[config.mk]
export PLATFORM = sky130hd
export DESIGN_NAME = pmu_regfile
export DESIGN_NICKNAME = d
export VERILOG_FILES = /design/src/rtl/pmu_regs_pkg.sv /design/src/rtl/pmu_sel_decode.sv /design/src/rtl/pmu_access_gate.sv /design/src/rtl/pmu_reg_store.sv /design/src/rtl/pmu_regfile.sv
export SDC_FILE = /design/constraint.sdc
export NUM_CORES = 1
export LEC_CHECK = 0
export CAP_MARGIN = 10
export CORE_MARGIN = 10
export CORE_UTILIZATION = 44
export CTS_BUF_LIST = sky130_fd_sc_hd__clkbuf_8 sky130_fd_sc_hd__clkbuf_16
export DETAILED_ROUTE_END_ITERATION = 10
export MAX_ROUTING_LAYER = met4
export PLACE_DENSITY_LB_ADDON = 0.12
export SETUP_SLACK_MARGIN = 0.2
export SYNTH_ARGS = -nofsm -noshare
export SYNTH_HDL_FRONTEND = slang
export SYNTH_SLANG_ARGS = --single-unit
export TNS_END_PERCENT = 100
[constraint.sdc]
create_clock -name clk -period 3.65 [get_ports clk]
set_clock_uncertainty 0.2 [all_clocks]
set_input_delay 0.73 -clock clk [delete_from_list [all_inputs] [get_ports clk]]
set_output_delay 0.73 -clock clk [all_outputs]
set_load 0.02 [all_outputs]
[src/rtl/pmu_regs_pkg.sv]
package pmu_regs_pkg;

    localparam int WORD_W  = 32;
    localparam int EVT_W   = 8;
    localparam int SHARED_BIT = WORD_W - 1;

    typedef enum logic [3:0] {
        RG_CTRL,
        RG_CNTEN_SET,
        RG_CNTEN_CLR,
        RG_OVF,
        RG_SWINC,
        RG_CSEL,
        RG_CCNT,
        RG_EVTYPE,
        RG_EVCNT,
        RG_UEN,
        RG_IEN_SET,
        RG_IEN_CLR,
        RG_NONE
    } pmu_reg_e;

    typedef enum logic [1:0] {
        ACC_GATED,
        ACC_PRIV_ONLY,
        ACC_USER_RO,
        ACC_NONE
    } acc_class_e;

    typedef struct packed {
        logic       hit;
        pmu_reg_e   id;
        acc_class_e cls;
    } sel_info_t;

    typedef struct packed {
        logic [WORD_W-1:0] ctrl;
        logic              cnten;
        logic              ien;
        logic [WORD_W-1:0] ovf;
        logic [EVT_W-1:0]  evtype;
        logic              uen;
    } pmu_state_t;

    function automatic logic shared_bit_next(input logic cur,
                                             input logic data_bit,
                                             input logic is_set);
        return is_set ? (cur | data_bit) : (cur & ~data_bit);
    endfunction

endpackage

[src/rtl/pmu_sel_decode.sv]
module pmu_sel_decode
    import pmu_regs_pkg::*;
#(
    parameter int PRI_W     = 4,
    parameter int SEC_W     = 4,
    parameter int OP2_W     = 3,
    parameter int PRIMARY   = 9,
    parameter int SEC_CTRL  = 12,
    parameter int SEC_CNT   = 13,
    parameter int SEC_IRQ   = 14
) (
    input  logic [PRI_W-1:0] primary,
    input  logic [SEC_W-1:0] secondary,
    input  logic [OP2_W-1:0] op2,
    output sel_info_t        info
);
    pmu_reg_e id;

    always_comb begin
        id = RG_NONE;
        if (int'(primary) == PRIMARY) begin
            if (int'(secondary) == SEC_CTRL) begin
                case (op2)
                    3'd0: id = RG_CTRL;
                    3'd1: id = RG_CNTEN_SET;
                    3'd2: id = RG_CNTEN_CLR;
                    3'd3: id = RG_OVF;
                    3'd4: id = RG_SWINC;
                    3'd5: id = RG_CSEL;
                    default: id = RG_NONE;
                endcase
            end else if (int'(secondary) == SEC_CNT) begin
                case (op2)
                    3'd0: id = RG_CCNT;
                    3'd1: id = RG_EVTYPE;
                    3'd2: id = RG_EVCNT;
                    default: id = RG_NONE;
                endcase
            end else if (int'(secondary) == SEC_IRQ) begin
                case (op2)
                    3'd0: id = RG_UEN;
                    3'd1: id = RG_IEN_SET;
                    3'd2: id = RG_IEN_CLR;
                    default: id = RG_NONE;
                endcase
            end
        end
    end

    always_comb begin
        info.id  = id;
        info.hit = (id != RG_NONE);
        case (id)
            RG_NONE:                info.cls = ACC_NONE;
            RG_IEN_SET, RG_IEN_CLR: info.cls = ACC_PRIV_ONLY;
            RG_UEN:                 info.cls = ACC_USER_RO;
            default:                info.cls = ACC_GATED;
        endcase
    end
endmodule

[src/rtl/pmu_access_gate.sv]
module pmu_access_gate
    import pmu_regs_pkg::*;
#(
    parameter int PRIV_W = 2
) (
    input  logic              valid,
    input  logic              write,
    input  sel_info_t         info,
    input  logic [PRIV_W-1:0] priv,
    input  logic              uen,
    output logic              grant,
    output logic              deny
);
    logic unpriv;
    logic user_block;

    assign unpriv = (priv == '0);

    always_comb begin
        user_block = 1'b0;
        case (info.cls)
            ACC_PRIV_ONLY: user_block = 1'b1;
            ACC_USER_RO:   user_block = write;
            ACC_GATED:     user_block = ~uen;
            default:       user_block = 1'b1;
        endcase
    end

    assign deny  = valid & (~info.hit | (unpriv & user_block));
    assign grant = valid & ~deny;
endmodule

[src/rtl/pmu_reg_store.sv]
module pmu_reg_store
    import pmu_regs_pkg::*;
#(
    parameter logic [WORD_W-1:0] CTRL_WMASK = 32'h0000_0039,
    parameter int                ID_KEEP    = 8
) (
    input  logic              clk,
    input  logic              rst,
    input  logic [WORD_W-1:0] impl_id,
    input  logic              wr_en,
    input  pmu_reg_e          id,
    input  logic [WORD_W-1:0] wdata,
    output pmu_state_t        state,
    output logic [WORD_W-1:0] rd_word
);
    localparam logic [WORD_W-1:0] ID_MASK = ~((WORD_W'(1) << (WORD_W - ID_KEEP)) - WORD_W'(1));

    pmu_state_t st;
    assign state = st;

    always_ff @(posedge clk) begin
        if (rst) begin
            st.ctrl   <= impl_id & ID_MASK;
            st.cnten  <= 1'b0;
            st.ien    <= 1'b0;
            st.ovf    <= '0;
            st.evtype <= '0;
            st.uen    <= 1'b0;
        end else if (wr_en) begin
            case (id)
                RG_CTRL:      st.ctrl   <= (st.ctrl & ~CTRL_WMASK) | (wdata & CTRL_WMASK);
                RG_CNTEN_SET: st.cnten  <= shared_bit_next(st.cnten, wdata[SHARED_BIT], 1'b1);
                RG_CNTEN_CLR: st.cnten  <= shared_bit_next(st.cnten, wdata[SHARED_BIT], 1'b0);
                RG_IEN_SET:   st.ien    <= shared_bit_next(st.ien, wdata[SHARED_BIT], 1'b1);
                RG_IEN_CLR:   st.ien    <= shared_bit_next(st.ien, wdata[SHARED_BIT], 1'b0);
                RG_OVF:       st.ovf    <= st.ovf & ~wdata;
                RG_EVTYPE:    st.evtype <= wdata[EVT_W-1:0];
                RG_UEN:       st.uen    <= wdata[0];
                default:      ;
            endcase
        end
    end

    always_comb begin
        rd_word = '0;
        case (id)
            RG_CTRL:                    rd_word = st.ctrl;
            RG_CNTEN_SET, RG_CNTEN_CLR: rd_word[SHARED_BIT] = st.cnten;
            RG_IEN_SET, RG_IEN_CLR:     rd_word[SHARED_BIT] = st.ien;
            RG_OVF:                     rd_word = st.ovf;
            RG_EVTYPE:                  rd_word[EVT_W-1:0] = st.evtype;
            RG_UEN:                     rd_word[0] = st.uen;
            default:                    rd_word = '0;
        endcase
    end

    // bits outside the write mask never move after reset
    assert_ctrl_fixed_bits_R3: assert property (@(posedge clk) disable iff (rst)
        1'b1 |=> ((st.ctrl & ~CTRL_WMASK) == ($past(st.ctrl) & ~CTRL_WMASK)));

    // nothing ever sets an overflow bit
    assert_ovf_never_sets_R6: assert property (@(posedge clk) disable iff (rst)
        1'b1 |=> ((st.ovf & ~$past(st.ovf)) == '0));
endmodule

[src/rtl/pmu_regfile.sv]
module pmu_regfile
    import pmu_regs_pkg::*;
#(
    parameter int                PRI_W      = 4,
    parameter int                SEC_W      = 4,
    parameter int                OP2_W      = 3,
    parameter int                PRIV_W     = 2,
    parameter logic [WORD_W-1:0] CTRL_WMASK = 32'h0000_0039,
    parameter int                ID_KEEP    = 8
) (
    input  logic              clk,
    input  logic              rst,
    input  logic              req_valid,
    input  logic              req_write,
    input  logic [PRI_W-1:0]  sel_primary,
    input  logic [SEC_W-1:0]  sel_secondary,
    input  logic [OP2_W-1:0]  sel_op2,
    input  logic [WORD_W-1:0] wr_data,
    input  logic [PRIV_W-1:0] priv,
    input  logic [WORD_W-1:0] impl_id,
    output logic [WORD_W-1:0] rd_data,
    output logic              undef
);
    sel_info_t         info;
    pmu_state_t        state;
    logic              grant;
    logic              deny;
    logic [WORD_W-1:0] rd_word;

    pmu_sel_decode #(
        .PRI_W(PRI_W), .SEC_W(SEC_W), .OP2_W(OP2_W)
    ) u_decode (
        .primary   (sel_primary),
        .secondary (sel_secondary),
        .op2       (sel_op2),
        .info      (info)
    );

    pmu_access_gate #(.PRIV_W(PRIV_W)) u_gate (
        .valid (req_valid),
        .write (req_write),
        .info  (info),
        .priv  (priv),
        .uen   (state.uen),
        .grant (grant),
        .deny  (deny)
    );

    pmu_reg_store #(.CTRL_WMASK(CTRL_WMASK), .ID_KEEP(ID_KEEP)) u_store (
        .clk     (clk),
        .rst     (rst),
        .impl_id (impl_id),
        .wr_en   (grant & req_write),
        .id      (info.id),
        .wdata   (wr_data),
        .state   (state),
        .rd_word (rd_word)
    );

    assign undef   = deny;
    assign rd_data = (grant && !req_write) ? rd_word : '0;

    // a refused access returns zero data
    assert_undef_zero_data_R13: assert property (@(posedge clk) disable iff (rst)
        undef |-> (rd_data == '0));

    // a refused access leaves all state untouched
    assert_denied_hold_R13: assert property (@(posedge clk) disable iff (rst)
        undef |=> $stable(state));

    // idle cycles are quiet and change nothing
    assert_idle_quiet_R14: assert property (@(posedge clk) disable iff (rst)
        !req_valid |-> (!undef && rd_data == '0));
    assert_idle_hold_R14: assert property (@(posedge clk) disable iff (rst)
        !req_valid |=> $stable(state));

    // interrupt-enable pair is closed to unprivileged code
    assert_irq_priv_only_R10: assert property (@(posedge clk) disable iff (rst)
        (req_valid && priv == '0 && (info.id == RG_IEN_SET || info.id == RG_IEN_CLR)) |-> undef);

    // unprivileged writes cannot change user enable
    assert_uen_user_write_R11: assert property (@(posedge clk) disable iff (rst)
        (req_valid && req_write && priv == '0 && info.id == RG_UEN) |=> $stable(state.uen));
endmodule

Yosys cells after proc, flatten, opt, wreduce, memory -nomap -nowiden:

Index checks and enable logic that the tools add are counted.

* register bits: 75
* bits of input ports: 81
* output and inout bits: 33
* word-level logic and storage cells: 83

* eq/ne operators: 19
* multiplexer cells: 22
* bitwise operators: 16
* reductions and logical operators: 19

Operators by type and width (count)
* $mux 75: 2
* $mux 32: 3
* $pmux 23 s2: 1
* $and 32x32->32: 1
* $not 32->32: 1
* $or 32x6->32: 1
* $pmux 4 s6: 1
* $pmux 7 s3: 1
* $eq 4x4->1 const B: 5
* $mux 4: 4
* $reduce_and 2->1: 7
* $eq 4x2->1 const B: 3
* $eq 4x3->1 const B: 3
* $pmux 4 s3: 1
* $pmux 3 s3: 1
* $mux 8: 1
* $pmux 1 s4: 2
* $reduce_bool 2->1: 4
* $and 1x1->1: 6
* $eq 3x2->1 const B: 2
* $eq 3x3->1 const B: 2
* $pmux 1 s2: 3
* $pmux 2 s3: 1
* $eq 4x1->1 const B: 1
* 12 further kinds: 19

Logic depth before layout (Yosys ltp):

Gate-level depths: netlist of run 1.

* depth after elaboration: 19
* depth in mapped cells: 9
* mapped depth without buffers: 6

Hierarchy:

Synthesis of run 1 repeated with hierarchy kept, for this count alone.

* cells, all modules: 342
* area, all modules: 3194.3 sq um

Modules (own cells, without submodules)
* pmu_reg_store: instances 1, cells each 269, area an instance 2587.5 sq um, sequential area each 1181.1 sq um
* pmu_regfile: instances 1, cells each 39, area an instance 357.8 sq um, sequential area each 0.0 sq um
* pmu_sel_decode: instances 1, cells each 26, area an instance 190.2 sq um, sequential area each 0.0 sq um
* pmu_access_gate: instances 1, cells each 8, area an instance 58.8 sq um, sequential area each 0.0 sq um

Least setup slack after synthesis of run 1:

No wires, ideal clock.

* path kind: input to output
* start: input sel_op2[2]
* end: output rd_data[0]
* arrival: 2.714 ns
* data required time: 2.720 ns
* path slack: 0.006 ns
* stages on the path: 8
* path buffers: 2
* path through: clkbuf_1 > maj3_2 > or3_1 > a2111oi_2 > and2b_1 > buf_4 > a2bb2oi_1 > a21oi_1

* longest elaborated chain between the ends: 18
* elaborated cells between the ends (all ways): 35
* those cells by class: eq/ne: 13; mux: 11; bitwise: 6; reduce/logical: 5

RTL lines
* from (decl): RTL line pmu_regfile.sv:17 `input logic [OP2_W-1:0] sel_op2,`
* $eq 3x2->1, or another cell as far along: RTL line pmu_sel_decode.sv:23, pmu_sel_decode.sv:33, pmu_sel_decode.sv:40
* $pmux 3 s3: RTL line pmu_sel_decode.sv:40 `case (op2)`
* $mux 4: RTL line pmu_sel_decode.sv:39 `end else if (int'(secondary) == SEC_IRQ) begin`
* $mux 4: RTL line pmu_sel_decode.sv:32 `end else if (int'(secondary) == SEC_CNT) begin`
* $mux 4 *: RTL line pmu_sel_decode.sv:22 `if (int'(secondary) == SEC_CTRL) begin`
* $mux 4 *: RTL line pmu_sel_decode.sv:21 `if (int'(primary) == PRIMARY) begin`
* $eq 4x4->1: RTL line pmu_sel_decode.sv:53 `case (id)`
* $reduce_or 2->1: RTL line pmu_sel_decode.sv:53
* [2 not listed]
* $pmux 1 s2: RTL line pmu_access_gate.sv:21 `case (info.cls)`
* $and 1x1->1: RTL line pmu_access_gate.sv:29 `assign deny = valid & (~info.hit | (unpriv & user_block));`
* $or 1x1->1: RTL line pmu_access_gate.sv:29
* $and 1x1->1: RTL line pmu_access_gate.sv:29
* $not 1->1: RTL line pmu_access_gate.sv:30 `assign grant = valid & ~deny;`
* $and 1x1->1: RTL line pmu_access_gate.sv:30
* $logic_and 1x1->1: RTL line pmu_regfile.sv:61 `assign rd_data = (grant && !req_write) ? rd_word : '0;`
* $mux 32 *: RTL line pmu_regfile.sv:61
* to (decl): RTL line pmu_regfile.sv:21 `output logic [WORD_W-1:0] rd_data,`

Mark *: on every way between the ends. The rest lies on a longest branch, timed or not.

Worst setup path in the final report of run 1:

* start: input sel_primary[1]
* end: output rd_data[11]

* longest elaborated chain between the ends: 14
* elaborated cells between the ends (all ways): 23
* those cells by class: eq/ne: 8; mux: 5; bitwise: 6; reduce/logical: 4

RTL lines
* from (decl): RTL line pmu_regfile.sv:15 `input logic [PRI_W-1:0] sel_primary,`
* $eq 4x4->1 *: RTL line pmu_sel_decode.sv:21
* $mux 4 *: RTL line pmu_sel_decode.sv:21
* $eq 4x4->1: RTL line pmu_sel_decode.sv:53
* $reduce_or 2->1: RTL line pmu_sel_decode.sv:53
* $pmux 2 s3: RTL line pmu_sel_decode.sv:53
* $eq 2x2->1 / $logic_not 2->1 (equally long branches): RTL line pmu_access_gate.sv:21
* $pmux 1 s2: RTL line pmu_access_gate.sv:21
* $and 1x1->1: RTL line pmu_access_gate.sv:29
* $or 1x1->1: RTL line pmu_access_gate.sv:29
* $and 1x1->1: RTL line pmu_access_gate.sv:29
* $not 1->1: RTL line pmu_access_gate.sv:30
* $and 1x1->1: RTL line pmu_access_gate.sv:30
* $logic_and 1x1->1: RTL line pmu_regfile.sv:61
* $mux 32 *: RTL line pmu_regfile.sv:61

Marks and branches as above.

==> run metrics, run 1 <==
status=finished clean; Sink Count=55; final setup TNS=0 ns; largest net degree at the start of global routing=34; Post-synth top flop=dfxtp_1; WL/cell=approximately 17 um; max reg flops=53; unrepaired setup endpoints after global routing=yes; Critical Path Source=sel_primary[1]; CP cell instances=buf_6 > nand4bb_4 > buf_12 > a2111oi_4 > or4b_4 > nor2_8 > o211a_4 > buf_12 > and2_4 > buf_6; largest area contributor in the netlist=dfxtp_1; Core Rows=29; syn_area_per_cell=9.01 um^2; family with the most delay on the worst path=simple AND/OR/NAND/NOR gates; I/O pin total=approximately 110; r2r endpoint=u_store.state[8]; sequential area share after synthesis=about two fifths; hold buffer count at cts=0; Synth top area share=about a third; crit path capture type=primary output; Max stage delay on crit path=0.55 ns; Req. time, crit path=2.72 ns; depth of the worst register-to-register path=8; setup slack, reg-to-reg=~1.5 ns; CTS clk-pin slew, worst paths=roughly 0.11 ns; Synth Instances=318; clock buffer depth=2; number of DRC markers in iteration 0=~110; share of cells above drive strength 1=39.6%; Least-Margin Pin Slew=around 0.97 ns; Synth cell types=58; final hold vios=0; GPL Wtd Cong=0.953; WP buf/inv=4; Slew Limit Fails=0; initial antenna violation count=0; Max IR drop VDD=0.233 mV; diode count=0; Post-Syn Area=0.00287 mm^2; CP Max Fanout=8; Area contributors post-synth=dfxtp_1 33%, edfxtp_1 8.4%, mux2i_1 7.7%, and2_1 6.1%, nand2_1 5.5%; number of remaining DRC errors=0; via count=between 2k and 3k; TritonCTS clock tree=done; first-pass GRT wire length=14.9 mm; Via density=5.38; slowest CP cell=or4b_4; Syn-to-layout area delta=67.9%; All-Layer GR Usage=18.3%; Yosys Warn Count=0; stages on the worst setup path=10; Max Fclk=277 MHz; syn nets=~400; part of the cycle the worst path needs=between 90% and 100%; port bufs=89; CTS buffer count=5; crit path kind=in -> out; Hold WC Path Type=reg -> reg; minimum clock period=about 3.6 ns; DP HPWL=6.91 mm; Worst Path Arrival=2.68 ns; DRT antenna net count=0; Core Box Area=0.00635 mm^2; reg-to-reg critical path startpoint=u_store.state[0]; Tot Pwr=1160 uW; H-tree levels=2; vias in the first global route=3,024; flops & latches, synth=55; Die W=about 100 um; Finished Core Util=75.8%; max-cap violations=0; crit path to=rd_data[11]; Pleak=just over 0.002 uW; Worst setup SP type=input port; max_slew headroom=35.5%; Starting Density=~45%; final setup fails=0; Final nets=about 550; Worst-Skew Late Latency=between 0.3 and 0.4 ns; root buf cell=clkbuf_8; Post-synth EDFFs=8; Pwr per Cell Area=between 200 and 250 mW/mm^2; Async S/R FF share, synth=0%; final WL=roughly 9.5 mm; total gr overflow=0; DR pass1 iterations=4; Die ar.=0.0101 mm^2; Chip Height=101 um
## stage by stage
| step | setup slack (ns) | std cells | area (um^2) | hold slack (ns) |
|---|---|---|---|---|
| 2_1_floorplan | 0.124 | 318 | 2990 | 0.207 |
| 3_5_place_dp | -0.992 | 521 | 4340 | 0.222 |
| 6_report | 0.0393 | 544 | 4810 | 0.244 |
| 5_1_grt | -0.0238 | 544 | 4810 | 0.258 |
| 3_3_place_gp | -0.953 | 521 | 4340 | 0.217 |
| 4_1_cts | 0.0364 | 538 | 4720 | 0.242 |
## metal layers
metal | vias to the layer above | GRT usage (%) | part of all wire (%)
met3 | 17 | 3.64 | 4.8
met4 | 0 | 5.43 | 1.5
met2 | 81 | 30.6 | 51
met5 | - | - | 0
li1 | 1435 | - | -
met1 | 1394 | 21.6 | 42
## cells by family (layout without fill, tap and decap cells)
group / Yosys count / count (layout) / synth area share, %
adder cells (fa/ha/maj): 1 / 1 / 0.393
buffers and inverters: 22 / 171 / 4.50
AND/OR/NAND/NOR: 155 / 155 / 30.3
AO/OA/AOI/OAI: 62 / 62 / 15.6
flip-flops: 55 / 55 / 41.2
XOR/XNOR: 1 / 1 / 0.306
multiplexers: 22 / 22 / 7.68
## cells in the mapped netlist, types with 4 or more instances
library cell,instances
dfxtp_1,47
nand2_1,42
nor2_1,34
and2_1,28
a21oi_1,24
mux2i_1,22
and3_1,16
clkbuf_1,8
edfxtp_1,8
nor3_1,8
a22oi_1,7
a2bb2oi_1,4
buf_2,4
buf_6,4
## worst min path at each step
| stage | startpoint | endpoint | slack [ns] | cells past startpoint |
|---|---|---|---|---|
| after floorplan | u_store.state[24] | u_store.state[24] | 0.21 | 2 |
| after global placement | u_store.state[27] | u_store.state[27] | 0.22 | 2 |
| after detailed placement | u_store.state[26] | u_store.state[26] | 0.22 | 2 |
| after CTS | u_store.state[26] | u_store.state[26] | 0.24 | 2 |
| after global routing | u_store.state[30] | u_store.state[30] | 0.26 | 2 |
| final | u_store.state[27] | u_store.state[27] | 0.24 | 2 |
## cell usage in the layout (no fill, tap or decap), types with 2 or more instances in the layout
cell / Yosys / layout
o2111ai_1: 2 / 2
and3_1: 16 / 16
buf_6: 4 / 39
inv_1: 3 / 3
clkdlybuf4s15_2: 0 / 2
nor3_1: 8 / 6
and2_4: 0 / 17
and2_1: 28 / 11
dfxtp_1: 47 / 47
mux2i_1: 22 / 22
buf_4: 3 / 58
nor2_1: 34 / 24
nor3_4: 1 / 3
clkdlybuf4s50_1: 0 / 45
and4bb_2: 2 / 2
nand3_1: 3 / 3
nand4_1: 3 / 3
a21oi_1: 24 / 23
nand2_1: 42 / 42
o21ai_0: 2 / 2
buf_2: 4 / 6
a22oi_2: 0 / 7
edfxtp_1: 8 / 8
clkbuf_8: 0 / 5
o22a_1: 2 / 2
a211oi_1: 3 / 3
a2bb2oi_1: 4 / 2
a21o_1: 2 / 2
buf_12: 0 / 8
nor2_4: 0 / 10
a2111oi_4: 0 / 2
## layout make-up
class	instances	area, um^2
tap	77	96.3
clock buffer	5	68.8
fill	461	1540
multi-input combinational	241	1840
clock inverter	3	33.8
sequential	55	1180
inverter	3	11.3
timing repair buffer	160	1580
## repair_timing
action | in CTS | in global routing
cloned | 1 | 0
pin swaps | 39 | 10
gates resized for setup | 288 | 14
setup endpoints to repair | 33 | 33
setup buffers | 8 | 6
## power breakdown
group | leakage [uW] | internal, uW | switching (uW)
clock | 0.0000515 | 145 | 224
combinational | 0.00156 | 100 | 71.1
sequential | 0.000455 | 622 | 3.55
## worst min-delay path: cells and delay by family, from the launching register on
kind	cells	cell delay, ns
compound gates	1	0.03
simple gates	1	0.05
flops	1	0.33
No activity file was read; power rests on OpenSTA's default activity.
==> inputs of run 2 (changes only) <==
Settings changed: CTS_CLUSTER_SIZE set to 25, RECOVER_POWER set to 50, REMOVE_ABC_BUFFERS set to 1.
==> run 2 against run 1 <==
Compared with the run above:
- sequential share of layout area up 0.86 points
- total power fell by 2.7%
- critical endpoint is now rd_data[17]
- the flow now finishes with violations (negative setup slack)
- first-iteration DRC count down 27%
- worst hold slack lost 0.0056 ns
- global-route usage rose by 0.79 points
- clock-buffer cell count unchanged
- fmax is 2.0% lower
==> run metrics, run 2 (same netlist as run 1, synthesis figures left out) <==
status=complete, but fails checks; failing checks=negative setup slack; Hold WC Path Type=reg -> reg; DRT antenna net count=0; final setup fails=16; hold endpoint=u_store.state[27]; minimum clock period=3.68 ns; Final WS setup=-0.0343 ns; Die W=101 um; Fill cells=508; Via density=~5.4; final hold vios=0; Max Fclk=about 270 MHz; CP Max Fanout=8; Hold Crit Start=u_store.state[27]; share of cells above drive strength 1=between 30% and 40%; total gr overflow=0; WP buf/inv=5; first-pass GRT wire length=about 15 mm; Least-Margin Pin Slew=between 0.9 and 1 ns; max-cap violations=0; max reg flops=53; Starting Density=a little under half; TritonCTS clock tree=done; Worst setup SP type=input port; H-tree levels=2; CTS clk-pin slew, worst paths=roughly 0.090 ns; worst hold slack=~0.24 ns; family with the most delay on the worst path=simple AND/OR/NAND/NOR gates; Sink Count=55; port bufs=about 90; part of the cycle the worst path needs=101%; depth of the worst register-to-register path=8; CP cell instances=buf_8 > buf_6 > buf_4 > o22a_1 > o22a_1 > or4b_4 > nor2_8 > o211a_4 > buf_12 > and2_4 > buf_6; CTS buffer count=5; Syn-to-layout area delta=62.2%; setup slack, reg-to-reg=between 0.8 and 0.9 ns; crit path kind=in -> out; number of remaining DRC errors=0; GPL Wtd Cong=between 0.9 and 1; Final nets=between 500 and 600; via count=between 2k and 3k; diode count=0; Pwr per Cell Area=244 mW/mm^2; largest net degree at the start of global routing=34; commonest non-fill, non-tap cell in the layout=buf_4; initial antenna violation count=0; number of DRC markers in iteration 0=between 80 and 90; clock buffer depth=2; Hold Path Depth=2; Max stage delay on crit path=just under 0.6 ns; hold buffer count at cts=0; commonest cells after routing, fill and taps aside=70 x buf_4, 47 x dfxtp_1, 44 x clkdlybuf4s50_1, 42 x nand2_1, 33 x nor2_1; max_slew headroom=between 30% and 40%; Pleak=0.00197 uW; All-Layer GR Usage=between 10% and 20%; final setup TNS=-0.447 ns; Worst-Skew Late Latency=approximately 0.31 ns; DP HPWL=between 6 and 7 mm; Worst Path Arrival=roughly 2.8 ns; Req. time, crit path=between 2 and 3 ns; r2r endpoint=u_store.state[15]; vias in the first global route=between 3k and 4k; Storage cell area=~0.0012 mm^2; WL/cell=17.7 um; multi-input logic area=0.00179 mm^2; Core Box Area=around 0.0063 mm^2; Max IR drop VDD=~0.23 mV; Core Rows=29; crit path capture type=primary output; root buf cell=clkbuf_8; Chip Height=101 um; reg-to-reg critical path startpoint=u_store.state[0]; slowest CP cell=or4b_4; I/O pin total=~110; unrepaired setup endpoints after global routing=yes; final WL=~10 mm; Slew Limit Fails=0; Die ar.=0.0101 mm^2; DR pass1 iterations=4
## run 2: cell count changes in the layout (fill, tap and decap cells not counted), moves of 6 or more
| cell | change |
|---|---|
| nor2_4 | -10 |
| nor2_1 | +9 |
| a22oi_1 | +7 |
| buf_6 | -8 |
| a22oi_2 | -7 |
| buf_4 | +12 |
| clkbuf_1 | +9 |
| buf_12 | -6 |
## run 2: how the worst max path moves through the flow
stage | slack, ns | end | start | cells after the start
2_1_floorplan | -0.05 | rd_data[10] | sel_primary[2] | 6
3_3_place_gp | -0.97 | rd_data[17] | sel_primary[2] | 9
3_5_place_dp | -0.97 | rd_data[9] | sel_secondary[3] | 9
4_1_cts | -0.03 | rd_data[19] | sel_secondary[0] | 11
5_1_grt | -0.10 | rd_data[17] | sel_secondary[0] | 11
6_report | -0.03 | rd_data[17] | sel_secondary[0] | 11
## run 2: what timing repair did
action | CTS | global route
buffers inserted | 12 | 7
cloned | 2 | 0
pin swaps | 35 | 10
endpoints found under the setup margin | 33 | 33
gates resized for setup | 281 | 17
## run 2: per-layer routing
metal / vias to the layer above / GRT usage [%] / part of all wire (%)
li1: 1448 / - / -
met1: 1424 / 21.7 / 42
met2: 85 / 32.0 / 51
met3: 18 / 3.84 / 4.3
met4: 0 / 7.61 / 2.1
met5: - / - / 0
## run 2: cell type report
class / instances / share of cell area [%]
clock inverters: 3 / 0.323
multi-input cells: 241 / 38.4
clock buffers: 5 / 1.48
well taps: 77 / 2.07
inverters: 3 / 0.242
flip-flops and latches: 55 / 25.4
repair buffers: 168 / 32.1
## run 2: where the power goes
group	switching (uW)	internal, uW	leakage, uW
sequential	1.88	621	0.000455
clock	196	132	0.0000496
combinational	77.6	105	0.00147
## run 2: worst reg2reg max path: cells and delay by family (launching register included)
| kind | cells | cell delay, ns |
|---|---|---|
| buffers and inverters | 3 | 0.88 |
| AOI/OAI and AO/OA | 1 | 0.45 |
| DFF | 1 | 0.41 |
| and+or+nand+nor | 4 | 0.77 |
## run 2: metrics by stage
step	util [%]	instances	total power (uW)	area (um^2)	worst slack, ns
after global placement	66.5	523	791	4220	-0.965
after detailed placement	66.5	523	793	4220	-0.972
after CTS	73.3	545	1140	4660	-0.0269
after global routing	73.2	552	1180	4650	-0.103
final	73.2	552	1130	4650	-0.0343
after floorplan	-	299	676	2750	-0.0527
==> inputs of run 3 (changes only) <==
Settings changed: CORE_UTILIZATION 44 to 45.
Clock period 3.65 ns to 4.5 ns, I/O delays scaled along.
==> run 3 against run 2 <==
Compared with the run above:
- the flow now finishes without violations
- clock power down 16%
- first-iteration DRC count grew 67%
- wire length is 5.0% lower
- setup slack improved by 0.23 ns
- total power down 20%
- core utilization shrank 1.6 points
- register-to-register slack improved by 0.88 ns
- cell area decreased by 3.3%
- largest power group unchanged
==> run metrics, run 3 (same netlist as run 1, synthesis figures left out) <==
status=finished clean; number of DRC markers in iteration 0=137; WL/cell=approximately 17 um; Place WS=-0.531 ns; root buf cell=clkbuf_8; Worst Path Arrival=about 3.2 ns; DR pass1 iterations=4; H-tree levels=2; Tot Pwr=~910 uW; Req. time, crit path=3.40 ns; diode count=0; Hold Path Depth=2; DP HPWL=6.62 mm; CTS buffer count=5; Chip Height=about 100 um; vias in the first global route=2,990; via count=roughly 2.9k; commonest cells after routing, fill and taps aside=53 x buf_4, 47 x dfxtp_1, 44 x clkdlybuf4s50_1, 42 x nand2_1, 34 x nor2_1; part of the cycle the worst path needs=a little over nine tenths; Worst setup SP type=input port; WP buf/inv=5; r2r endpoint=u_store.state[3]; Final WS setup=roughly 0.20 ns; share of cells above drive strength 1=between 20 and 30%; GPL Wtd Cong=between 0.9 and 1; family with the most delay on the worst path=compound AO/OA/AOI/OAI gates; Core Box Area=about 0.0063 mm^2; unrepaired setup endpoints after global routing=no; Least-Margin Pin Slew=1.47 ns; first-pass GRT wire length=roughly 15 mm; largest net degree at the start of global routing=34; Pleak=0.00193 uW; Hold Crit Start=u_store.state[28]; max-cap violations=0; Die ar.=0.00996 mm^2; CTS clk-pin slew, worst paths=~0.1 ns; crit path kind=in -> out; Syn-to-layout area delta=56.8%; max reg flops=53; final setup fails=0; Via density=roughly 5.4; I/O pin total=roughly 110; minimum clock period=roughly 4.3 ns; Die W=around 100 um; final WL=slightly above 9 mm; clock buffer depth=2; Slew Limit Fails=0; Max stage delay on crit path=between 0.3 and 0.4 ns; port bufs=between 80 and 90; Core Rows=29; DRT antenna net count=0; commonest non-fill, non-tap cell in the layout=buf_4; M2 GR Usage=a little under a third; grt met1 use=between 20% and 30%; initial antenna violation count=0; Sink Count=between 50 and 60; Final nets=between 500 and 600; crit path capture type=primary output; hold buffer count at cts=0; number of remaining DRC errors=0; setup slack, reg-to-reg=around 1.7 ns; total gr overflow=0; reg-to-reg critical path startpoint=u_store.state[0]; hold endpoint=u_store.state[28]; slowest CP cell=a2111oi_4; Starting Density=45.7%; final hold vios=0; gr busiest metal=met2; final setup TNS=0 ns; max_slew headroom=roughly 1.9%; All-Layer GR Usage=about a fifth; Worst-Skew Late Latency=~0.30 ns; Hold WC Path Type=reg -> reg; TritonCTS clock tree=done; CP Max Fanout=6; Max Fclk=between 200 and 250 MHz; met3 Track Usage GR=slightly above 3%; Fill cells=roughly 500; depth of the worst register-to-register path=7; Pwr per Cell Area=between 200 and 250 mW/mm^2; Max IR drop VDD=0.181 mV; CP cell instances=clkdlybuf4s25_1 > buf_6 > and4bb_2 > a221o_1 > clkbuf_1 > a2111oi_4 > and2b_2 > buf_12 > a2bb2oi_2 > a21oi_1 > buf_4
## run 3: cell types whose count changed in the layout (fill, tap and decap cells not counted), sizes merged
cell / previous run / this run
clkdlybuf4s25: 0 / 1
buf: 108 / 89
dlygate4sd2: 0 / 8
dlymetal6s2s: 0 / 1
inv: 5 / 4
clkbuf: 19 / 13
## run 3: power by group
part,leakage [uW],switching [uW],internal [uW]
Combinational,0.00143,56.6,73.2
Sequential,0.000455,1.45,504
Clock,0.0000524,154,122
## run 3: worst max path at each step
stage	start	end	slack, ns	cells after the start
2_1_floorplan	sel_primary[2]	rd_data[10]	0.46	6
3_5_place_dp	sel_op2[1]	rd_data[6]	-0.53	9
5_1_grt	sel_secondary[0]	rd_data[0]	0.12	11
4_1_cts	sel_primary[2]	rd_data[19]	0.19	11
6_report	sel_secondary[0]	rd_data[0]	0.20	11
3_3_place_gp	sel_op2[1]	rd_data[26]	-0.47	10
## run 3: metrics by stage
stage	hold slack [ns]	util, %	instance area, um^2	instances
6_report	0.234	71.6	4500	536
3_3_place_gp	0.214	66.2	4150	514
2_1_floorplan	0.207	-	2750	299
4_1_cts	0.233	72.0	4520	534
3_5_place_dp	0.218	66.2	4150	514
5_1_grt	0.261	71.6	4500	536
## run 3: final cells by class
cell class	instances	area [um^2]	area share, %
inverters	3	11.3	0.250
multi-input cells	241	1700	37.8
well taps	77	96.3	2.14
flip-flops and latches	55	1180	26.3
repair buffers	152	1420	31.5
clock inverters	2	8.76	0.195
clock buffers	6	82.6	1.84
## run 3: timing repair
action | CTS | global route
gates resized for setup | 224 | 7
buffers inserted | 10 | 2
gates cloned | 2 | 0
pin swaps | 10 | 5
endpoints found under the setup margin | 33 | 33
## run 3: per-layer routing
| metal | wire, um | share of wire [%] |
|---|---|---|
| met5 | 0 | 0 |
| met4 | 82 | 0.88 |
| met3 | 423 | 4.6 |
| met2 | 4610 | 50 |
| met1 | 4180 | 45 |
## run 3: worst register-to-register path, cell delays in order (launching register included)
cell      delay (ns)
dfxtp_1         0.42
inv_1           0.12
o41ai_1         0.46
clkbuf_1        0.24
and2_0          0.21
nand4_1         0.58
mux2i_1         0.35
nor2_1          0.06
